[config.mk]
export PLATFORM = sky130hd
export DESIGN_NAME = fault_sleep_supervisor
export DESIGN_NICKNAME = d
export VERILOG_FILES = /design/src/rtl/fsup_pkg.sv /design/src/rtl/fsup_sync.sv /design/src/rtl/fsup_pwr_seq.sv /design/src/rtl/fsup_ocp_chan.sv /design/src/rtl/fault_sleep_supervisor.sv
export SDC_FILE = /design/constraint.sdc
export NUM_CORES = 1
export LEC_CHECK = 0
export ABC_AREA = 1
export BUFFER_PORTS_ARGS = -buffer_cell sky130_fd_sc_hd__buf_2
export CAP_MARGIN = 15
export CORE_UTILIZATION = 50
export CTS_BUF_LIST = sky130_fd_sc_hd__clkbuf_8
export CTS_CLUSTER_DIAMETER = 50
export CTS_CLUSTER_SIZE = 24
export DETAILED_ROUTE_END_ITERATION = 6
export PLACE_DENSITY = 0.7
export SYNTH_ARGS = -nofsm -noshare
export SYNTH_HDL_FRONTEND = slang
export SYNTH_SLANG_ARGS = --single-unit
[constraint.sdc]
create_clock -name clk -period 1.6 [get_ports clk]
set_clock_uncertainty 0.2 [all_clocks]
set_input_delay 0.24 -clock clk [delete_from_list [all_inputs] [get_ports clk]]
set_output_delay 0.24 -clock clk [all_outputs]
set_load 0.005 [all_outputs]
[src/rtl/fsup_pkg.sv]
package fsup_pkg;
  typedef enum logic [1:0] {
    PW_ASLEEP = 2'd0,
    PW_WAKING = 2'd1,
    PW_ACTIVE = 2'd2,
    PW_DRAIN  = 2'd3
  } pwr_state_t;
endpackage

[src/rtl/fsup_sync.sv]
module fsup_sync #(
  parameter int W = 1
) (
  input  logic         clk,
  input  logic         rst_n,
  input  logic [W-1:0] d,
  output logic [W-1:0] q
);
  logic [W-1:0] meta;

  always_ff @(posedge clk) begin
    if (!rst_n) begin
      meta <= '0;
      q    <= '0;
    end else begin
      meta <= d;
      q    <= meta;
    end
  end
endmodule

[src/rtl/fsup_pwr_seq.sv]
module fsup_pwr_seq
  import fsup_pkg::*;
#(
  parameter int T_SLEEP = 10000,
  parameter int T_WAKE  = 15000
) (
  input  logic       clk,
  input  logic       rst_n,
  input  logic       req,
  output pwr_state_t state
);
  localparam int TMAX = (T_SLEEP > T_WAKE) ? T_SLEEP : T_WAKE;
  localparam int CW   = $clog2(TMAX + 1);

  logic [CW-1:0] cnt;

  always_ff @(posedge clk) begin
    if (!rst_n) begin
      state <= PW_ASLEEP;
      cnt   <= '0;
    end else begin
      unique case (state)
        PW_ASLEEP: if (req) begin
          state <= PW_WAKING;
          cnt   <= '0;
        end
        PW_WAKING: begin
          if (!req) state <= PW_ASLEEP;
          else if (cnt == CW'(T_WAKE - 1)) state <= PW_ACTIVE;
          else cnt <= cnt + CW'(1);
        end
        PW_ACTIVE: if (!req) begin
          state <= PW_DRAIN;
          cnt   <= '0;
        end
        PW_DRAIN: begin
          if (req) state <= PW_ACTIVE;
          else if (cnt == CW'(T_SLEEP - 1)) state <= PW_ASLEEP;
          else cnt <= cnt + CW'(1);
        end
        default: state <= PW_ASLEEP;
      endcase
    end
  end
endmodule

[src/rtl/fsup_ocp_chan.sv]
module fsup_ocp_chan #(
  parameter int NF      = 4,
  parameter int T_OCP   = 30,
  parameter int T_RETRY = 16000
) (
  input  logic          clk,
  input  logic          rst_n,
  input  logic          clr,
  input  logic          arm,
  input  logic [NF-1:0] lim,
  input  logic          sense,
  output logic          off
);
  localparam int PW = $clog2(T_OCP + 1);
  localparam int RW = $clog2(T_RETRY + 1);

  logic [PW-1:0] pcnt;
  logic [RW-1:0] rcnt;
  logic          any_lim;

  assign any_lim = |lim;

  always_ff @(posedge clk) begin
    if (!rst_n || clr) begin
      off  <= 1'b0;
      pcnt <= '0;
      rcnt <= '0;
    end else if (off) begin
      pcnt <= '0;
      if (rcnt == RW'(T_RETRY - 1)) begin
        off  <= 1'b0;
        rcnt <= '0;
      end else begin
        rcnt <= rcnt + RW'(1);
      end
    end else if (arm && (sense || (any_lim && pcnt == PW'(T_OCP)))) begin
      off  <= 1'b1;
      rcnt <= '0;
      pcnt <= '0;
    end else if (arm && any_lim) begin
      pcnt <= pcnt + PW'(1);
    end else begin
      pcnt <= '0;
    end
  end
endmodule

[src/rtl/fault_sleep_supervisor.sv]
module fault_sleep_supervisor
  import fsup_pkg::*;
#(
  parameter int NB      = 2,
  parameter int NF      = 4,
  parameter int T_OCP   = 30,
  parameter int T_RETRY = 16000,
  parameter int T_SLEEP = 10000,
  parameter int T_WAKE  = 15000
) (
  input  logic             clk,
  input  logic             rst_n,
  input  logic             run_req,
  input  logic             supply_uv,
  input  logic             pump_uv,
  input  logic             over_temp,
  input  logic [NB*NF-1:0] fet_limit,
  input  logic [NB-1:0]    sense_ov,
  input  logic             ocp_gang,
  output logic [NB-1:0]    bridge_en,
  output logic             pump_en,
  output logic             ldo_en,
  output logic             fault_n
);
  localparam int SW = 4 + NB * NF + NB;

  logic [SW-1:0]    raw, syn;
  logic             req_q, uv_q, cp_q, ot_q;
  logic [NB*NF-1:0] lim_q;
  logic [NB-1:0]    sov_q, trip;
  pwr_state_t       pstate;
  logic             awake, run, any_trip;

  assign raw = {run_req, supply_uv, pump_uv, over_temp, fet_limit, sense_ov};

  fsup_sync #(.W(SW)) u_sync (.clk(clk), .rst_n(rst_n), .d(raw), .q(syn));

  assign {req_q, uv_q, cp_q, ot_q, lim_q, sov_q} = syn;

  fsup_pwr_seq #(.T_SLEEP(T_SLEEP), .T_WAKE(T_WAKE)) u_seq (
    .clk(clk), .rst_n(rst_n), .req(req_q), .state(pstate)
  );

  assign awake = (pstate != PW_ASLEEP);
  assign run   = (pstate == PW_ACTIVE || pstate == PW_DRAIN) && !uv_q && !cp_q && !ot_q;

  for (genvar b = 0; b < NB; b++) begin : g_br
    fsup_ocp_chan #(.NF(NF), .T_OCP(T_OCP), .T_RETRY(T_RETRY)) u_ocp (
      .clk(clk), .rst_n(rst_n), .clr(!awake), .arm(run),
      .lim(lim_q[b*NF +: NF]), .sense(sov_q[b]), .off(trip[b])
    );
    assign bridge_en[b] = run && !trip[b] && !(ocp_gang && any_trip);
  end

  assign any_trip = |trip;
  assign ldo_en   = awake;
  assign pump_en  = awake && !uv_q;
  assign fault_n  = !(awake && (uv_q || cp_q || ot_q || any_trip));
endmodule

==> run metrics <==
status finished, violations left; failing checks setup timing; Post-Syn Area 4116 µm²; Root Driver clkbuf_8; Worst path max stage delay 0.41 ns; max_slew headroom 71.95%; clock latency on the worst-skew pair 0.37 ns; crit path cell chain o21a_1, nor3_2, buf_2; Post-Syn Nets 641; die height 92.74 µm; PortBufs 21; XOR/XNOR Fraction of Synth Area 1.489%; DRT Pass-1 Iters 5; via count 4519; Iteration-0 DRC Markers 252; initial antenna violation count 0; CP top delay family flip-flops; top cells by instance count after synthesis nand2_1 (152), inv_1 (87), dfxtp_1 (84); fillers 496; Final Hold Viols 0; Mapped Avg Cell Area 6.683 µm²; worst hold stages 5; Max Freq 570.3 MHz; multiplexer share of the synthesized area 0%; Initial Utilization 52.46%; EDFF count, synth 0; clock tree buffer depth 2; Synth Instances 616; htree depth 3; Slew Limit Fails 0; via density per instance 5.354; Synth Area in Compound Gates 8.480%; Syn-to-layout area delta 49.42%; global route overflow 0; reg2reg end u_seq.cnt[0]$_SDFFE_PN0P_; worst hold path startpoint rst_n; TritonCTS Buffers 9; top-area cell type share of the netlist area 40.85%; vias in the first global route 4093; Max VDD drop 0.6285 mV; Yosys reg bits 84; Reg clk slew, reported paths 0.10 ns; CP startpoint kind register; routability-driven placement congestion ratio 0.8782; GRT Util Overall 25.64%; largest family of logic cells by synthesized area simple AND/OR/NAND/NOR gates; Synth Area in Simple Gates 35.62%; die area 8600 µm²; Netlist cell types 33; Total Wirelength 12.45 mm; ys flop type dfxtp_1; Tmin final 1.753 ns; FF-to-FF setup slack -0.13 ns; RR Startpoint u_seq.state[0]$_SDFFE_PN0P_; fraction of layout cells with a size suffix above 1 38.41%; first-pass GRT wire length 17.64 mm; Antenna Cells 0; die extent in x 92.74 µm; most numerous cell in the Yosys netlist nand2_1; WS Path Type register to output pin; Finished Core Util 78.38%; Layout Nets 762; Async SR Flop Fraction 0%; Final Setup Violations 38; Min-Delay Endpoint g_br[0].u_ocp.rcnt[0]$_SDFFE_PP0P_; adder-cell share of the synthesized area 2.432%; leak pwr 2.656 nW; critical-path maximum fanout 8; Residual DRC 0; top cells by area, synth dfxtp_1 (41%), nand2_1 (14%), nand3_1 (9.7%); dpl hpwl 6.646 mm; RSZ-0062 raised after global routing true; Hold Crit Class primary input to register; Synth warnings 0; Tcrit/Tclk final 109.6%; core box area 7848 µm²; worst slew pin tran 0.4201 ns; register area share after synthesis 40.85%; total I/O pin count 22; Final WS setup -0.1534 ns; MaxCap Viol Count 0; critical path's slowest cell dfxtp_2; leading area contributor after synthesis dfxtp_1; Std-Cell Rows 32; Worst Path Arrival 1.31 ns; Worst Path Buf+Inv 1; CTS tree built; Reg2Reg Depth 10; # clock sinks 84; TNS Setup -2.296 ns; Crit. End Element output pin; wire per inst 14.75 µm; pwr dens 694.0 nW/µm²; antenna-violating nets left 0; Crit path required time 1.16 ns; largest net degree at the start of global routing 37
## flip-flops by register name (all words and copies together) (netlist names), named ones only
| register | flops |
|---|---|
| u_seq.cnt | 14 |
| u_sync.meta | 14 |
| g_br.u_ocp.pcnt | 10 |
| u_sync.q | 14 |
| u_seq.state | 1 |
| g_br.u_ocp.rcnt | 28 |
| g_br.u_ocp.off | 2 |
## logic make-up (layout without fill, tap and decap cells)
kind of cell / count (synthesis) / after routing
DFF: 84 / 84
adders and majority gates: 8 / 8
buffers and inverters: 111 / 236
AOI/OAI and AO/OA: 65 / 65
and+or+nand+nor: 341 / 342
xor gates and xnor gates: 7 / 7
## how the worst max path moves through the flow
stage,depth (start not counted),start,slack [ns],to
global route,8,u_seq.cnt[0]$_SDFFE_PN0P_,-0.27,u_seq.cnt[5]$_SDFFE_PN0P_
floorplan,8,g_br[0].u_ocp.rcnt[1]$_SDFFE_PP0P_,0.004,g_br[0].u_ocp.off$_SDFF_PP0_
detailed placement,8,g_br[1].u_ocp.rcnt[0]$_SDFFE_PP0P_,-0.39,g_br[1].u_ocp.rcnt[11]$_SDFFE_PP0P_
global placement,8,g_br[1].u_ocp.rcnt[0]$_SDFFE_PP0P_,-0.32,g_br[1].u_ocp.rcnt[11]$_SDFFE_PP0P_
finish,3,g_br[0].u_ocp.off$_SDFF_PP0_,-0.15,bridge_en[0]
CTS,6,u_sync.q[11]$_SDFF_PN0_,-0.19,bridge_en[1]
## worst register-to-register path: cells and delay by family, from the launching register on
family / cells / cell delay [ns]
AOI/OAI and AO/OA: 1 / 0.06
buffers and inverters: 4 / 0.50
DFF: 1 / 0.40
and+or+nand+nor: 5 / 0.49
## power by group
group          switching [mW]  internal, mW
Sequential             0.0431          2.14
Clock                   0.930         0.621
Combinational           0.290         0.242
Total                    1.26          3.01
## cells in the final DEF, fill, tap and decap left out, types with 3 or more instances in the layout
cell type      instances
nand3_2               18
a21oi_2               16
nand4_1                7
buf_2                 20
ha_1                   4
buf_4                 66
dlygate4sd3_1         14
inv_1                 81
o21ai_2                4
nor3_1                 5
nor2_4                20
nand3b_1               4
dfxtp_4                6
dfxtp_1               63
nor2_1                54
ha_4                   4
nand3_4                6
inv_4                  3
clkbuf_8               9
nand2_8                3
buf_6                 25
nand2_4               11
nand2_1              119
o21ai_0                8
a21oi_1               23
o21ai_1                4
inv_8                  3
dfxtp_2               15
nand3_1               56
inv_2                  6
nor2_2                10
nand2_2               23
o21a_1                 3
buf_12                 3
nor3_2                 3
xor2_1                 5
## repair_timing
item | 4_1_cts | 5_1_grt
gates cloned | 1 | 0
setup endpoints to repair | 45 | 61
hold buffers | 14 | 0
pin swaps | 26 | 66
resized for setup | 73 | 155
setup buffers | 5 | 18
endpoints found under the hold margin | 14 | 0
## area by class of cell
cell class                      count  area (µm²)  area share [%]
Multi-Input combinational cell    422        2661           43.27
Sequential cell                    84        1723           28.01
Timing Repair Buffer              128        1077           17.51
Inverter                           92       361.6           5.879
Tap cell                          102       127.6           2.075
Clock buffer                        9       123.9           2.014
Clock inverter                      7       76.32           1.241
## stage by stage
step | hold slack (ns) | cell area (µm²) | total power [mW] | worst slack, ns | std cells
after CTS | 0.09272 | 5451 | 4.182 | -0.1851 | 827
after global placement | 0.1926 | 4811 | 2.585 | -0.3193 | 792
after detailed placement | 0.1955 | 4811 | 2.592 | -0.3883 | 792
final | 0.06915 | 6151 | 4.269 | -0.1534 | 844
after global routing | 0.07454 | 6151 | 4.416 | -0.2672 | 844
after floorplan | 0.1376 | 4131 | 2.438 | 0.003656 | 616
## routing by layer
layer | GRT usage, % | routed length (µm) | part of all wire [%] | vias up
met5 | 0 | 0 | 0 | -
met4 | 11.67 | 513 | 4.1 | 0
met3 | 4.351 | 712 | 5.7 | 53
met2 | 44.69 | 6268 | 50 | 176
met1 | 30.73 | 4954 | 40 | 2088
li1 | - | - | - | 2202
No activity file was read; power rests on OpenSTA's default activity.
